===== config.mk =====
export PLATFORM = sky130hd
export DESIGN_NAME = cdg_rx_gate
export DESIGN_NICKNAME = d
export VERILOG_FILES = /design/src/rtl/cdg_pkg.sv /design/src/rtl/cdg_carrier_sync.sv /design/src/rtl/cdg_carrier_select.sv /design/src/rtl/cdg_frame_ctrl.sv /design/src/rtl/cdg_out_stage.sv /design/src/rtl/cdg_rx_gate.sv
export SDC_FILE = /design/constraint.sdc
export NUM_CORES = 1
export LEC_CHECK = 0
export BUFFER_PORTS_ARGS = -buffer_cell sky130_fd_sc_hd__buf_2
export CAP_MARGIN = 20
export CORE_AREA = 3 3 40 42
export CTS_BUF_LIST = sky130_fd_sc_hd__clkbuf_16
export DETAILED_ROUTE_END_ITERATION = 10
export DIE_AREA = 0 0 43 45
export GPL_ROUTABILITY_DRIVEN = 1
export PLACE_DENSITY = 0.59
export SLEW_MARGIN = 20
export SYNTH_ARGS = -nofsm -noshare
export SYNTH_HDL_FRONTEND = slang
export SYNTH_HIERARCHICAL = 1
export SYNTH_SLANG_ARGS = --single-unit

===== constraint.sdc =====
create_clock -name rx_clk -period 2.5 [get_ports rx_clk]
set_clock_uncertainty 0.1 [all_clocks]
set_input_delay 0 -clock rx_clk [delete_from_list [all_inputs] [get_ports rx_clk]]
set_output_delay 0 -clock rx_clk [all_outputs]
set_load 0.05 [all_outputs]

===== src/rtl/cdg_pkg.sv =====
package cdg_pkg;

  typedef enum logic [1:0] {
    RX_WAIT = 2'd0,
    RX_RECV = 2'd1,
    RX_HALT = 2'd2
  } rx_state_e;

  typedef struct packed {
    logic accept;
    logic finish;
    logic lost;
    logic start;
  } rx_event_t;

endpackage


===== src/rtl/cdg_carrier_sync.sv =====
module cdg_carrier_sync #(
  parameter int STAGES = 2
) (
  input  logic clk,
  input  logic rst_n,
  input  logic raw_in,
  output logic synced
);
  localparam int LAST = STAGES - 1;

  logic [LAST:0] chain;

  genvar g;
  generate
    for (g = 0; g < STAGES; g++) begin : g_stage
      if (g == 0) begin : g_first
        always_ff @(posedge clk or negedge rst_n) begin
          if (!rst_n) chain[0] <= 1'b0;
          else        chain[0] <= raw_in;
        end
      end else begin : g_next
        always_ff @(posedge clk or negedge rst_n) begin
          if (!rst_n) chain[g] <= 1'b0;
          else        chain[g] <= chain[g-1];
        end
      end
    end
  endgenerate

  assign synced = chain[LAST];
endmodule


===== src/rtl/cdg_carrier_select.sv =====
module cdg_carrier_select (
  input  logic direct_mode,
  input  logic raw_level,
  input  logic synced_level,
  output logic carrier_eff
);
  always_comb begin
    if (direct_mode) carrier_eff = raw_level;
    else             carrier_eff = synced_level;
  end
endmodule


===== src/rtl/cdg_frame_ctrl.sv =====
module cdg_frame_ctrl
  import cdg_pkg::*;
(
  input  logic      clk,
  input  logic      rst_n,
  input  logic      frame_act,
  input  logic      last_bit,
  input  logic      carrier_eff,
  input  logic      pulse_mode,
  output rx_event_t evt
);
  rx_state_e state_q, state_d;
  logic      in_frame_q, in_frame_d;

  always_comb begin
    evt        = '0;
    state_d    = state_q;
    in_frame_d = in_frame_q;
    if (frame_act) begin
      evt.start = !in_frame_q;
      unique case (state_q)
        RX_WAIT: begin
          if (carrier_eff) begin
            evt.accept = 1'b1;
            state_d    = RX_RECV;
          end
        end
        RX_RECV: begin
          if (!pulse_mode && !carrier_eff) begin
            evt.lost   = 1'b1;
            evt.finish = 1'b1;
            state_d    = RX_HALT;
          end else begin
            evt.accept = 1'b1;
          end
        end
        default: ;
      endcase
      if (evt.accept && last_bit) evt.finish = 1'b1;
      if (last_bit) begin
        state_d    = RX_WAIT;
        in_frame_d = 1'b0;
      end else begin
        in_frame_d = 1'b1;
      end
    end else begin
      state_d    = RX_WAIT;
      in_frame_d = 1'b0;
    end
  end

  always_ff @(posedge clk or negedge rst_n) begin
    if (!rst_n) begin
      state_q    <= RX_WAIT;
      in_frame_q <= 1'b0;
    end else begin
      state_q    <= state_d;
      in_frame_q <= in_frame_d;
    end
  end
endmodule


===== src/rtl/cdg_out_stage.sv =====
module cdg_out_stage
  import cdg_pkg::*;
#(
  parameter int DATA_W = 1
) (
  input  logic              clk,
  input  logic              rst_n,
  input  rx_event_t         evt,
  input  logic [DATA_W-1:0] bit_in,
  output logic              valid_q,
  output logic [DATA_W-1:0] data_q,
  output logic              end_q,
  output logic              lost_q
);
  always_ff @(posedge clk or negedge rst_n) begin
    if (!rst_n) begin
      valid_q <= 1'b0;
      data_q  <= '0;
      end_q   <= 1'b0;
      lost_q  <= 1'b0;
    end else begin
      valid_q <= evt.accept;
      if (evt.accept) data_q <= bit_in;
      end_q <= evt.finish;
      if (evt.lost)       lost_q <= 1'b1;
      else if (evt.start) lost_q <= 1'b0;
    end
  end
endmodule


===== src/rtl/cdg_rx_gate.sv =====
module cdg_rx_gate
  import cdg_pkg::*;
#(
  parameter int DATA_W      = 1,
  parameter int SYNC_STAGES = 2
) (
  input  logic              rx_clk,
  input  logic              rst_n,
  input  logic [DATA_W-1:0] rx_data,
  input  logic              frame_act,
  input  logic              last_bit,
  input  logic              carrier_in,
  input  logic              cfg_direct,
  input  logic              cfg_pulse,
  output logic              out_valid,
  output logic [DATA_W-1:0] out_data,
  output logic              rx_end,
  output logic              rx_lost
);
  logic      car_sync;
  logic      car_eff;
  rx_event_t evt;

  cdg_carrier_sync #(.STAGES(SYNC_STAGES)) u_sync (
    .clk    (rx_clk),
    .rst_n  (rst_n),
    .raw_in (carrier_in),
    .synced (car_sync)
  );

  cdg_carrier_select u_sel (
    .direct_mode  (cfg_direct),
    .raw_level    (carrier_in),
    .synced_level (car_sync),
    .carrier_eff  (car_eff)
  );

  cdg_frame_ctrl u_ctrl (
    .clk         (rx_clk),
    .rst_n       (rst_n),
    .frame_act   (frame_act),
    .last_bit    (last_bit),
    .carrier_eff (car_eff),
    .pulse_mode  (cfg_pulse),
    .evt         (evt)
  );

  cdg_out_stage #(.DATA_W(DATA_W)) u_out (
    .clk     (rx_clk),
    .rst_n   (rst_n),
    .evt     (evt),
    .bit_in  (rx_data),
    .valid_q (out_valid),
    .data_q  (out_data),
    .end_q   (rx_end),
    .lost_q  (rx_lost)
  );
endmodule


==> results of run 1 <==
per-layer routing:
metal | routed length [um] | share of wire (%) | up-vias | track usage (%)
met1 | 304 | 45 | 129 | 9.250
met4 | 25 | 3.7 | 0 | 10.84
met5 | 0 | 0 | - | 0
met2 | 292 | 43 | 10 | 12.28
met3 | 50 | 7.4 | 2 | 3.187
li1 | - | - | 141 | -
worst max-delay path, delay by kind of cell:
kind,cells,cell delay (ns)
AND/OR/NAND/NOR,1,0.17
buffers and inverters,3,1.24
AO/OA/AOI/OAI,1,0.10
area by class of cell:
cell class,count,share of cell area (%)
inverter,3,1.907
tap,15,3.178
clock buffer,3,12.71
sequential,9,38.14
multi-input combinational,17,20.55
clock inverter,1,0.6356
timing repair buffer,19,22.88
state kept, by name, summed over array words and instances (netlist names):
signal             count
u_sync/chain           1
u_sync/synced          1
u_out/end_q            1
u_ctrl/state_q         2
u_out/lost_q           1
u_out/data_q           1
u_ctrl/in_frame_q      1
u_out/valid_q          1
cell families (layout without fill, tap and decap cells):
kind of cell	count (synthesis)	after routing
DFF	9	9
muxes	2	2
AOI/OAI and AO/OA	6	6
buffers and inverters	3	26
and+or+nand+nor	9	9
stage by stage:
| stage | hold slack [ns] | area (um2) | setup slack (ns) |
|---|---|---|---|
| 2_1_floorplan | -0.3956 | 357.8 | 1.166 |
| 3_3_place_gp | -0.2399 | 431.7 | 1.145 |
| 5_1_grt | 0.06913 | 590.6 | 0.9735 |
| 4_1_cts | 0.06192 | 590.6 | 1.051 |
| 6_report | 0.05298 | 590.6 | 1.053 |
| 3_5_place_dp | -0.2439 | 431.7 | 1.134 |
timing repair:
item                                    CTS  global route
endpoints found under the hold margin    14             0
hold buffers                              8             0
endpoints found under the setup margin    0             0
gates resized for setup                   0             0
power by group through the flow:
stage | logic [W] | clock network (W) | registers [W]
2_1_floorplan | 0.0000175 | 0 | 0.000182
3_3_place_gp | 0.0000564 | 0 | 0.000161
3_5_place_dp | 0.0000566 | 0 | 0.000161
4_1_cts | 0.0000662 | 0.000279 | 0.000160
5_1_grt | 0.0000708 | 0.000294 | 0.000160
6_report | 0.0000658 | 0.000275 | 0.000159
path summary, 6_finish.rpt:
check / endpoint / cells after the start
max: u_ctrl/state_q[1] / 5
min: u_out/end_q / 2
max reg2reg: u_out/lost_q / 4
min reg2reg: u_sync/synced / 0
max in group asynchronous: u_out/data_q / 2
min in group rx_clk: u_out/end_q / 4
placed cells by master (no fill, tap or decap), types with 2 or more instances in the layout:
| cell type | count |
|---|---|
| buf_2 | 11 |
| dfrtp_1 | 9 |
| dlygate4sd3_1 | 8 |
| inv_1 | 4 |
| clkbuf_16 | 3 |
| nand2b_1 | 3 |
| nor2_1 | 3 |
| a21oi_1 | 2 |
| mux2_4 | 2 |
==> results.md, run 1 <==
- The run finished with clean final reports.
- Dividing total power by cell area gives a power density of 847.3 nW/um2.
- The DRC violation count after routing is 0.
- STA classifies the critical path endpoint as a register.
- Clock-pin slew was measured on the worst setup and hold paths at 0.04 ns.
- Summing the areas of all compound-gate instances in the mapped netlist gives approximately 12% of the synthesized area.
- After detailed routing, the number of vias per cell comes to around 4.2.
- The cell total after placement is 55.
- The largest fanout on the critical path is 3.
- The wire length per cell after detailed routing is around 10 um.
- The number of nets in the synthesized netlist is 37.
- Setup violations remaining at the end of the flow were counted as 0.
- The final antenna-violating net count is 0.
- Summing all flip-flop and latch instances after layout gives 225.2 um2.
- The initial antenna violation count is 0.
- The first global-routing pass estimated ~1100 um of wire.
- The most numerous cell type found on the critical path is dlygate4sd3_1.
- The area fraction in and, or, nand and nor cells after synthesis is between 10 and 15%.
- The congestion estimate from routability-driven global placement came to 0.7326.
- For this run, the slowest stage of the critical path takes 0.59 ns.
- The region available for standard cell placement spans between 1000 and 1500 um2.
- The number of instances in the synthesized netlist is 29.
- Summed over all cells, the static leakage comes to 0.3036 nW.
- The sort of element at the start of the critical path is an input pin.
- The initialized floorplan defines 13 standard-cell rows.
- Summed over its instances, the top area cell type makes up a little over three fifths of the synthesized netlist area.
- After synthesis, the mean cell area works out to about 12 um2.
- The floorplan step defined a die boundary enclosing between 1500 and 2000 um2.
- On the critical path, the stage with the largest delay is an instance of dlygate4sd3_1.
- By area, the combinational part of the netlist is dominated by simple AND/OR/NAND/NOR gates.
- At the later pin of the worst-skew pair, clock insertion delay measures approximately 0.23 ns.
- The worst register-to-register path has a setup slack of approximately 1.1 ns.
- The netlist uses 13 different library cells.
- The worst path needs 1.447 ns of the cycle, external delays included.
- The routed design has 673 um of wire.
- TritonCTS built the clock tree.
- dfrtp_1 is the most common cell in the netlist.
- The count of pins on the block boundary is 12.
- Cells with a size suffix above 1 make up between 30% and 40% of the layout.
- Counting flops with a built-in enable in the synthesized netlist gives 0.
- The number of H-tree levels is 1.
- Sorting the synthesized cells by how often they occur yields dfrtp_1, inv_1, nand2b_1, nor2_1.
- The largest vdd supply drop is ~0.35 mV.
- The synthesis-to-layout area growth is 65.03%.
- The floorplan step set the die height to 45 um.
- The number of antenna diodes in the final layout is 0.
- The cell at the root of the clock tree is clkbuf_16.
- The half-perimeter wire length of the detailed placement result is between 400 and 500 um.
- After synthesis, the share of cell area in mux cells is 8.392%.
- The pin slew with the least headroom to its limit is roughly 0.25 ns.
- After synthesis, flip-flops and latches occupy between 60 and 70% of the total area.
- The tool flagged a number of max-cap violations equal to 0.
- The type of the setup path with the least slack is in -> reg.
- The buffer count from post-CTS setup fixing is 0.
- The share of total power in combinational logic is about an eighth.
- Buffers inserted during clock tree synthesis total 3.
- The analysis attributes to net switching a power of approximately 0.00011 W.
- The number of pins exceeding their max-slew limit in the final report came to 0.
- The multi-input logic area is 121.4 um2.
- The share of flip-flops with an asynchronous set or reset is 100.0%.
- The part of the total power dissipated in the clock network is about 55%.
- The launch point of the worst reg-to-reg path is u_sync/synced.
- The synthesized netlist devotes 0% of its cell area to adder and majority cells.
- Internal power comes to 0.0003920 W.
- Of the total power, registers draw between 30% and 40%.
- The Yosys warning count is 6.
- Excluding fillers, the count of instances in the completed layout stands at between 60 and 70.
- The clock sink count is 9.
- The count of final hold-check violations is 0.
- The final-stage net count is about 60.
- Traced cell by cell, the critical path runs through dlygate4sd3_1, buf_2, nand2b_1, dlygate4sd3_1, a21oi_2.
- The highest achievable clock rate is 690.9 MHz.
- The filler cells instantiated in the layout total about 120.
- The global-route total usage across every layer is 8.769%.
- Measured on the finished design, the core utilization comes to 45.96%.
- The path class of the lowest-slack min-delay path is in -> async.
- Measured against its own limit, the worst slew margin works out to between 80 and 90%.
- Detailed routing inserted a total of 282 vias.
- Setup repair after global routing left no endpoint under its margin.
- The floorplan step set the die width to 43 um.
- The most critical setup path has its startpoint at last_bit.
- The number of buffers added on ports is 11.
- Of all cell types, the one taking the most synthesized area is dfrtp_1.
- The number of global-route vias before repair is between 200 and 300.
- In the final timing run, aggregate negative setup slack is 0 ns.
- The count of TritonRoute iterations in the first routing pass is 2.
- Data on the critical path arrives at its endpoint at approximately 1.5 ns.
- Of the total power, the share spent switching nets is between 20% and 30%.
- Synthesis inferred 9 register bits.
- Ranked by total cell area, the synthesized netlist is headed by dfrtp_1, mux2_4, nand2b_1, inv_1, nor2_1.
- Entering global routing, the biggest net connects 10 pins.
- The starting density of the core is roughly 28%.
- The xor-xnor portion of the synthesized cell area is 0%.
- In this run the deepest clock path goes through 2 buffers.
- The number of violations reported at the end of detailed-routing iteration 0 is 3.
- After synthesis the cells add up to ~360 um2.
- Power comes to around 0.0005 W.
- The required time of the critical path is 2.56 ns.
- The share of the clock period used by the worst path after layout is roughly 58%.
- For this run, the leading register cell type out of synthesis is dfrtp_1.
- The total overflow left after global routing is 0.
Power figures use the tool's default switching activity.
==> run 2, diff against run 1 <==
--- a/config.mk
+++ b/config.mk
@@ -12,7 +12,7 @@
 export DETAILED_ROUTE_END_ITERATION = 10
 export DIE_AREA = 0 0 43 45
 export GPL_ROUTABILITY_DRIVEN = 1
-export PLACE_DENSITY = 0.59
+export PLACE_DENSITY = 0.61
 export SLEW_MARGIN = 20
 export SYNTH_ARGS = -nofsm -noshare
 export SYNTH_HDL_FRONTEND = slang
==> constraint.sdc (replaced) <==
create_clock -name rx_clk -period 1.3 [get_ports rx_clk]
set_clock_uncertainty 0.1 [all_clocks]
set_input_delay 0 -clock rx_clk [delete_from_list [all_inputs] [get_ports rx_clk]]
set_output_delay 0 -clock rx_clk [all_outputs]
set_load 0.05 [all_outputs]
==> run 2 against run 1 <==
- count of clock-buffer cells in the layout stayed put
- clock power increased by 91%
- final area is 2.3% higher
- combinational power is 100% higher
- first-iteration DRC count decreased by 100%
- critical path type is now reg -> reg
- the run now ends with negative setup slack left
- largest cell class unchanged
==> results.md, run 2 (synthesis gave the netlist of run 1 again) <==
- The run finished, with violations left.
- The final reports fail on negative setup slack.
- For the final routed database, the setup TNS stands at -0.1880 ns.
- Port buffering added 11 buffers.
- The initial antenna violation count is 0.
- The repair_antennas step left the layout with diodes totalling 0.
- The number of buffers created by CTS is 3.
- Summed over all nets, the half-perimeter wirelength after detailed placement is 551.2 um.
- The register with the most flip-flops in the final layout is u_ctrl/state_q.
- The number of flip-flops under the largest register name is 2.
- The pin count of the biggest net entering global routing is 10.
- In this run the deepest clock path goes through 2 buffers.
- The total congestion overflow after global routing is 0.
- The top cell types in the final layout, fill and taps aside, are buf_2, dfrtp_1, dlygate4sd3_1, inv_1.
- The share of the clock period used by the worst path after layout is 107.2%.
- The count of pins on the block boundary is 12.
- Power spread over the standard cell area amounts to ~1600 nW/um2.
- The buffer count from post-CTS setup fixing is 0.
- For flop-to-flop paths, the worst setup slack is -0.09 ns.
- Relative to the synthesized area, the layout overhead comes to 68.88%.
- The number of placement rows is 13.
- Across the run, the number of max-cap violations was 0.
- Counting cells, the worst reg-to-reg path comes to 4.
- The core outline area is 1285 um2.
- In this run the number of H-tree levels came out at 1.
- The count of final hold-check violations is 0.
- For the worst setup path, the data required time is 1.37 ns.
- The number of pins exceeding their max-slew limit in the final report is 0.
- Across all setup checks in the final design, the least slack found is -0.09393 ns.
- The final-stage net count is between 60 and 70.
- STA classifies the critical path endpoint as a register.
- Fill cells in the final layout number about 130.
- Across all hold checks on the routed design, the worst slack comes to 0.02226 ns.
- The routed wire length is roughly 760 um.
- At the pin with the least slew margin, the transition time is 0.2513 ns.
- The sort of element at the start of the critical path is a register.
- The via count is 285.
- Dividing the detail-routed wire length by the instance count gives around 11 um.
- In this run the critical register-to-register path is captured at u_out/lost_q.
- The worst setup path is of the reg -> reg kind.
- Leaving out fill and tap cells, the most frequent cell in the layout is buf_2.
- In this run the horizontal extent of the chip is roughly 43 um.
- In this run the worst hold path is classified as in -> reg.
- The highest achievable clock rate is 717.4 MHz.
- The cell at the root of the clock tree is clkbuf_16.
- The first-pass GRT wire length is roughly 1300 um.
- The launch point of the worst reg-to-reg path is u_sync/synced.
- The DRC violation count after routing is 0.
- VDD sags by at most ~0.78 mV.
- Setup violations remaining at the end of the flow were counted as 3.
- The height of the die is approximately 45 um.
- Setup repair after global routing could not meet its margin everywhere.
- The relative slew slack is 83.36%.
- The area enclosed by the die boundary is roughly 1900 um2.
- The worst path arrival time is 1.47 ns.
- In the global route stage, overall resource usage came out at 10.10%.
- The number of vias per cell is ~4.3.
- The routed design could run at a clock period as short as roughly 1.4 ns.
- The destination of the critical timing path is u_out/lost_q.
- The worst setup path startpoint is u_sync/synced.
- The count of TritonRoute iterations in the first routing pass is 1.
- At the later pin of the worst-skew pair, clock insertion delay measures ~0.23 ns.
- Along the worst path, the maximum fanout reaches 4.
- The clock slew seen by the registers of the worst setup and hold paths is about 0.04 ns.
- The initial utilization of the core area, before any placement, comes to between 20 and 30%.
- The clock tree from TritonCTS is built.
- The number of global-route vias before repair is roughly 310.
- In the final layout, the share of cells above drive strength 1 is about half.
- In this run the remaining antenna-violating nets after routing total 0.
- The congestion estimate from routability-driven global placement came to ~0.7.
- The static leakage power is 0.3092 nW.
- The clock sink count is 9.
- The number of violations reported at the end of detailed-routing iteration 0 is 0.
[run 2: cell types whose count changed in the layout (fill, tap and decap cells not counted), sizes merged]
cell | before | now
buf | 11 | 14
dlygate4sd3 | 8 | 5
[run 2: layer usage]
layer / up-vias / share of wire, % / global-route usage (%)
li1: 139 / - / -
met1: 133 / 34 / 8.955
met2: 11 / 55 / 16.77
met3: 2 / 9.9 / 7.968
met4: 0 / 1.7 / 4.819
met5: - / 0 / 0
[run 2: per-stage QoR]
step	instances	instance area [um2]	utilization, %	total power (W)	setup WS (ns)
after floorplan	29	360.3	-	0.0003847	-0.02627
after global placement	58	456.7	35.54	0.0004250	-0.05989
after detailed placement	58	456.7	35.54	0.0004274	-0.09939
after CTS	67	593.1	46.15	0.0009796	-0.08408
after global routing	67	604.3	47.03	0.001014	-0.1354
final	67	604.3	47.03	0.0009661	-0.09393
[run 2: final cells by class]
type                            instances  area [um2]  area share, %
Sequential cell                         9       225.2          37.27
Multi-Input combinational cell         17       142.6          23.60
Timing Repair Buffer                   19       127.6          21.12
Clock buffer                            3       75.07          12.42
Tap cell                               15       18.77          3.106
Inverter                                3       11.26          1.863
Clock inverter                          1       3.754         0.6211
[run 2: worst min-delay path by stage]
stage,startpoint,end,slack (ns),cells after the start
floorplan,rst_n,u_ctrl/in_frame_q,-0.40,0
global placement,rst_n,u_out/lost_q,-0.24,1
detailed placement,rst_n,u_out/data_q,-0.24,1
CTS,cfg_pulse,u_out/end_q,0.002,3
global route,cfg_pulse,u_out/end_q,0.03,3
finish,cfg_pulse,u_out/valid_q,0.02,3
[run 2: what timing repair did]
item / 4_1_cts / 5_1_grt
gates resized for setup: 2 / 3
pin swaps: 1 / 1
hold buffers: 5 / 0
endpoints found under the setup margin: 4 / 4
endpoints found under the hold margin: 14 / 0
[run 2: worst max-delay path: stages, from the launching register on]
cell and delay, ns:
dfrtp_1 0.36, mux2_4 0.29, or3b_4 0.41, nor2_4 0.09
a21o_1 0.08
[run 2: power by group]
| part | internal (W) | switching (W) | leakage [nW] |
|---|---|---|---|
| combinational | 0.0000550 | 0.0000781 | 0.152 |
| clock | 0.000401 | 0.000125 | 0.0423 |
| sequential | 0.000299 | 0.00000736 | 0.115 |
| total | 0.000755 | 0.000211 | 0.309 |
==> run 3, diff against run 2 <==
==> constraint.sdc (replaced) <==
create_clock -name rx_clk -period 1.3 [get_ports rx_clk]
set_clock_uncertainty 0.1 [all_clocks]
set_input_delay 0.195 -clock rx_clk [delete_from_list [all_inputs] [get_ports rx_clk]]
set_output_delay 0.195 -clock rx_clk [all_outputs]
set_load 0.05 [all_outputs]
==> run 3 against run 2 <==
- the run still ends with negative setup slack left
- critical path depth is the same
- first-iteration DRC count stayed put
- count of clock-buffer cells in the layout did not move
- via count is 4.6% lower
- power is 0.68% lower
- fmax about the same
- combinational power shrank 5%
- cell count is 4.5% lower
- flip-flop and latch count unchanged
- critical path type unchanged
==> results.md, run 3 (synthesis gave the netlist of run 1 again) <==
- The flow ran to the end, but the final reports show violations.
- The checks that failed: negative setup slack.
- After detailed routing, the average wire length per cell comes to around 11 um.
- In the finished design, the share of the clock period the worst path needs comes to 107.2%.
- The number of clock buffers added by TritonCTS is 3.
- For this run, the slowest stage of the critical path takes 0.41 ns.
- At the pin with the least slew margin, the transition time is approximately 0.25 ns.
- Entering global routing, the biggest net connects 10 pins.
- The final critical-path required period is roughly 1.4 ns.
- Derived from the worst setup path, the maximum achievable clock frequency is just over 700 MHz.
- The area enclosed by the die boundary is slightly below 2000 um2.
- The routed layout has ~270 vias.
- The slowest cell on the critical path is or3b_4.
- The core outline area is between 1000 and 1500 um2.
- In this run the number of H-tree levels came out at 1.
- The largest fanout on the critical path is 4.
- The first-pass GRT wire length is around 1200 um.
- The register with the most flip-flops in the layout has 2 of them.
- The worst register-to-register path has a depth of 4.
- The worst hold path terminates at u_out/data_q.
- At the end of routability-driven placement, the weighted congestion stood at slightly above 0.7.
- The library cells used most frequently in the layout, excluding fill and tap cells, are buf_2, dfrtp_1, inv_1.
- The utilization of the core after routing is between 40% and 50%.
- Counting tap cells, the placed design contains a total of just under 60 instances.
- The cell at the root of the clock tree is clkbuf_16.
- Walking the worst path, the cells encountered are mux2_4, or3b_4, nor2_4, a21o_1.
- The total buffers and inverters traversed by the critical path is 0.
- The number of global-route vias before repair is 291.
- The launch point of the worst reg-to-reg path is u_sync/synced.
- The count of pins on the block boundary is 12.
- Across every metal layer, demand over resource in global routing totals under 10%.
- The detailed router finished its first iteration with 0 violations.
- The maximum number of buffers from clock root to sink is 2.
- In this run the remaining antenna-violating nets after routing total 0.
- Counting instances, the worst hold path has a depth of 2.
- 0 antenna diodes ended up in the layout.
- The number of pins exceeding their max-slew limit in the final report is 0.
- The worst path arrival time is 1.47 ns.
- For this run, design rule violations remaining after detail routing come to 0.
- The path class of the lowest-slack min-delay path is in -> reg.
- The height of the die is between 40 and 50 um.
- The proportion of layout cells with a drive suffix above 1 is a little over half.
- The multi-input logic area is 142.6 um2.
- The buffer count from post-CTS setup fixing is 0.
- More flip-flops sit in one register than any other, and that register is u_ctrl/state_q.
- After detailed routing, the total wire length is between 700 and 800 um.
- The relative slew slack is a little over four fifths.
- For this design the static power due to leakage is roughly 0.3 nW.
- The total power per unit cell area is 1671 nW/um2.
- Setup repair after global routing could not meet its margin everywhere.
- The initial antenna violation count is 0.
- The type of the setup path with the least slack is reg -> reg.
- After filler insertion, the fill cell instance count of the layout stands at approximately 130.
- The final instance count without filler cells is 64.
- Row generation in the floorplan step produced 13 rows.
- After legalization and detailed placement, the total HPWL measured 551.2 um.
- The clock sink count is 9.
- Tracing the worst setup path back leads to its startpoint at u_sync/synced.
- Once the floorplan was initialized, standard cells occupied approximately 28% of the core.
- From left edge to right edge, the die measures between 40 and 50 um.
- The clock latency of the later-clocked register in the worst-skew pair is around 0.23 ns.
- The required time of the critical path is 1.37 ns.
- The most common cell after layout, fill and taps aside is buf_2.
- The max-cap check violation count is 0.
- The count of final hold-check violations is 0.
- The endpoint identified for the worst register-to-register timing path is u_out/lost_q.
- The total congestion overflow after global routing is 0.
- The sequential cell area in the final layout is around 230 um2.
- Clock-pin slew was measured on the worst setup and hold paths at roughly 0.040 ns.
- The final-stage net count is 58.
- The minimum setup slack in the final design is -0.09346 ns.
- Setup violations remaining at the end of the flow were counted as 3.
- For this run, the detailed router's first-pass iteration total came to 1.
- The synthesis-to-layout area growth is 60.49%.
- The clock tree from TritonCTS is built.
- The worst setup path is captured at a register.
- The gate family responsible for the most delay along the worst path is simple AND/OR/NAND/NOR gates.
- The number of buffers added on ports is 11.
- The number of vias per cell is 4.250.
- In this run the most critical hold path is launched from rx_data.
- For flop-to-flop paths, the worst setup slack is -0.09 ns.
- Across the VDD grid, the largest voltage drop is 0.7709 mV.
- The worst setup path is launched from a register.
run 3: changes by cell type in the layout (fill, tap and decap cells not counted):
cell           delta
dlygate4sd3_1     -3
run 3: how the worst max path moves through the flow:
stage                     slack, ns  cells past startpoint      endpoint
after floorplan               -0.03                      4  u_out/lost_q
after global placement        -0.06                      4  u_out/lost_q
after detailed placement       -0.1                      4  u_out/lost_q
after CTS                     -0.08                      4  u_out/lost_q
after global routing          -0.14                      4  u_out/lost_q
final                         -0.09                      4  u_out/lost_q
run 3: per-stage QoR:
stage | setup slack (ns) | power, W | instance area [um2] | setup TNS (ns) | hold WS [ns]
2_1_floorplan | -0.02627 | 0.0003847 | 360.3 | -0.03090 | -0.2006
3_3_place_gp | -0.05989 | 0.0004250 | 456.7 | -0.09443 | -0.04572
3_5_place_dp | -0.09939 | 0.0004274 | 456.7 | -0.1912 | -0.04328
4_1_cts | -0.08408 | 0.0009728 | 563.0 | -0.1823 | 0.09121
5_1_grt | -0.1354 | 0.001007 | 574.3 | -0.3694 | 0.09859
6_report | -0.09346 | 0.0009595 | 574.3 | -0.1868 | 0.09505
run 3: layout make-up:
type                            instances  share of cell area, %
Tap cell                               15                  3.268
Multi-Input combinational cell         17                  24.84
Clock buffer                            3                  13.07
Timing Repair Buffer                   16                  16.99
Sequential cell                         9                  39.22
Inverter                                3                  1.961
Clock inverter                          1                 0.6536
run 3: where the power goes:
group / leakage (nW) / switching (W) / internal, W
sequential: 0.115 / 0.00000734 / 0.000299
combinational: 0.139 / 0.0000768 / 0.0000492
clock: 0.0423 / 0.000126 / 0.000401
run 3: timing repair:
| item | CTS | global route |
|---|---|---|
| pin swaps | 1 | 1 |
| endpoints found under the hold margin | 10 | 0 |
| hold buffers | 2 | 0 |
| gates resized for setup | 2 | 3 |
| endpoints found under the setup margin | 4 | 4 |
run 3: per-layer routing:
layer | global-route usage, % | routed length (um) | vias to the layer above
met1 | 8.209 | 244 | 126
li1 | - | - | 133
met4 | 4.819 | 13 | 0
met2 | 15.57 | 394 | 11
met3 | 7.968 | 75 | 2
met5 | 0 | 0 | -
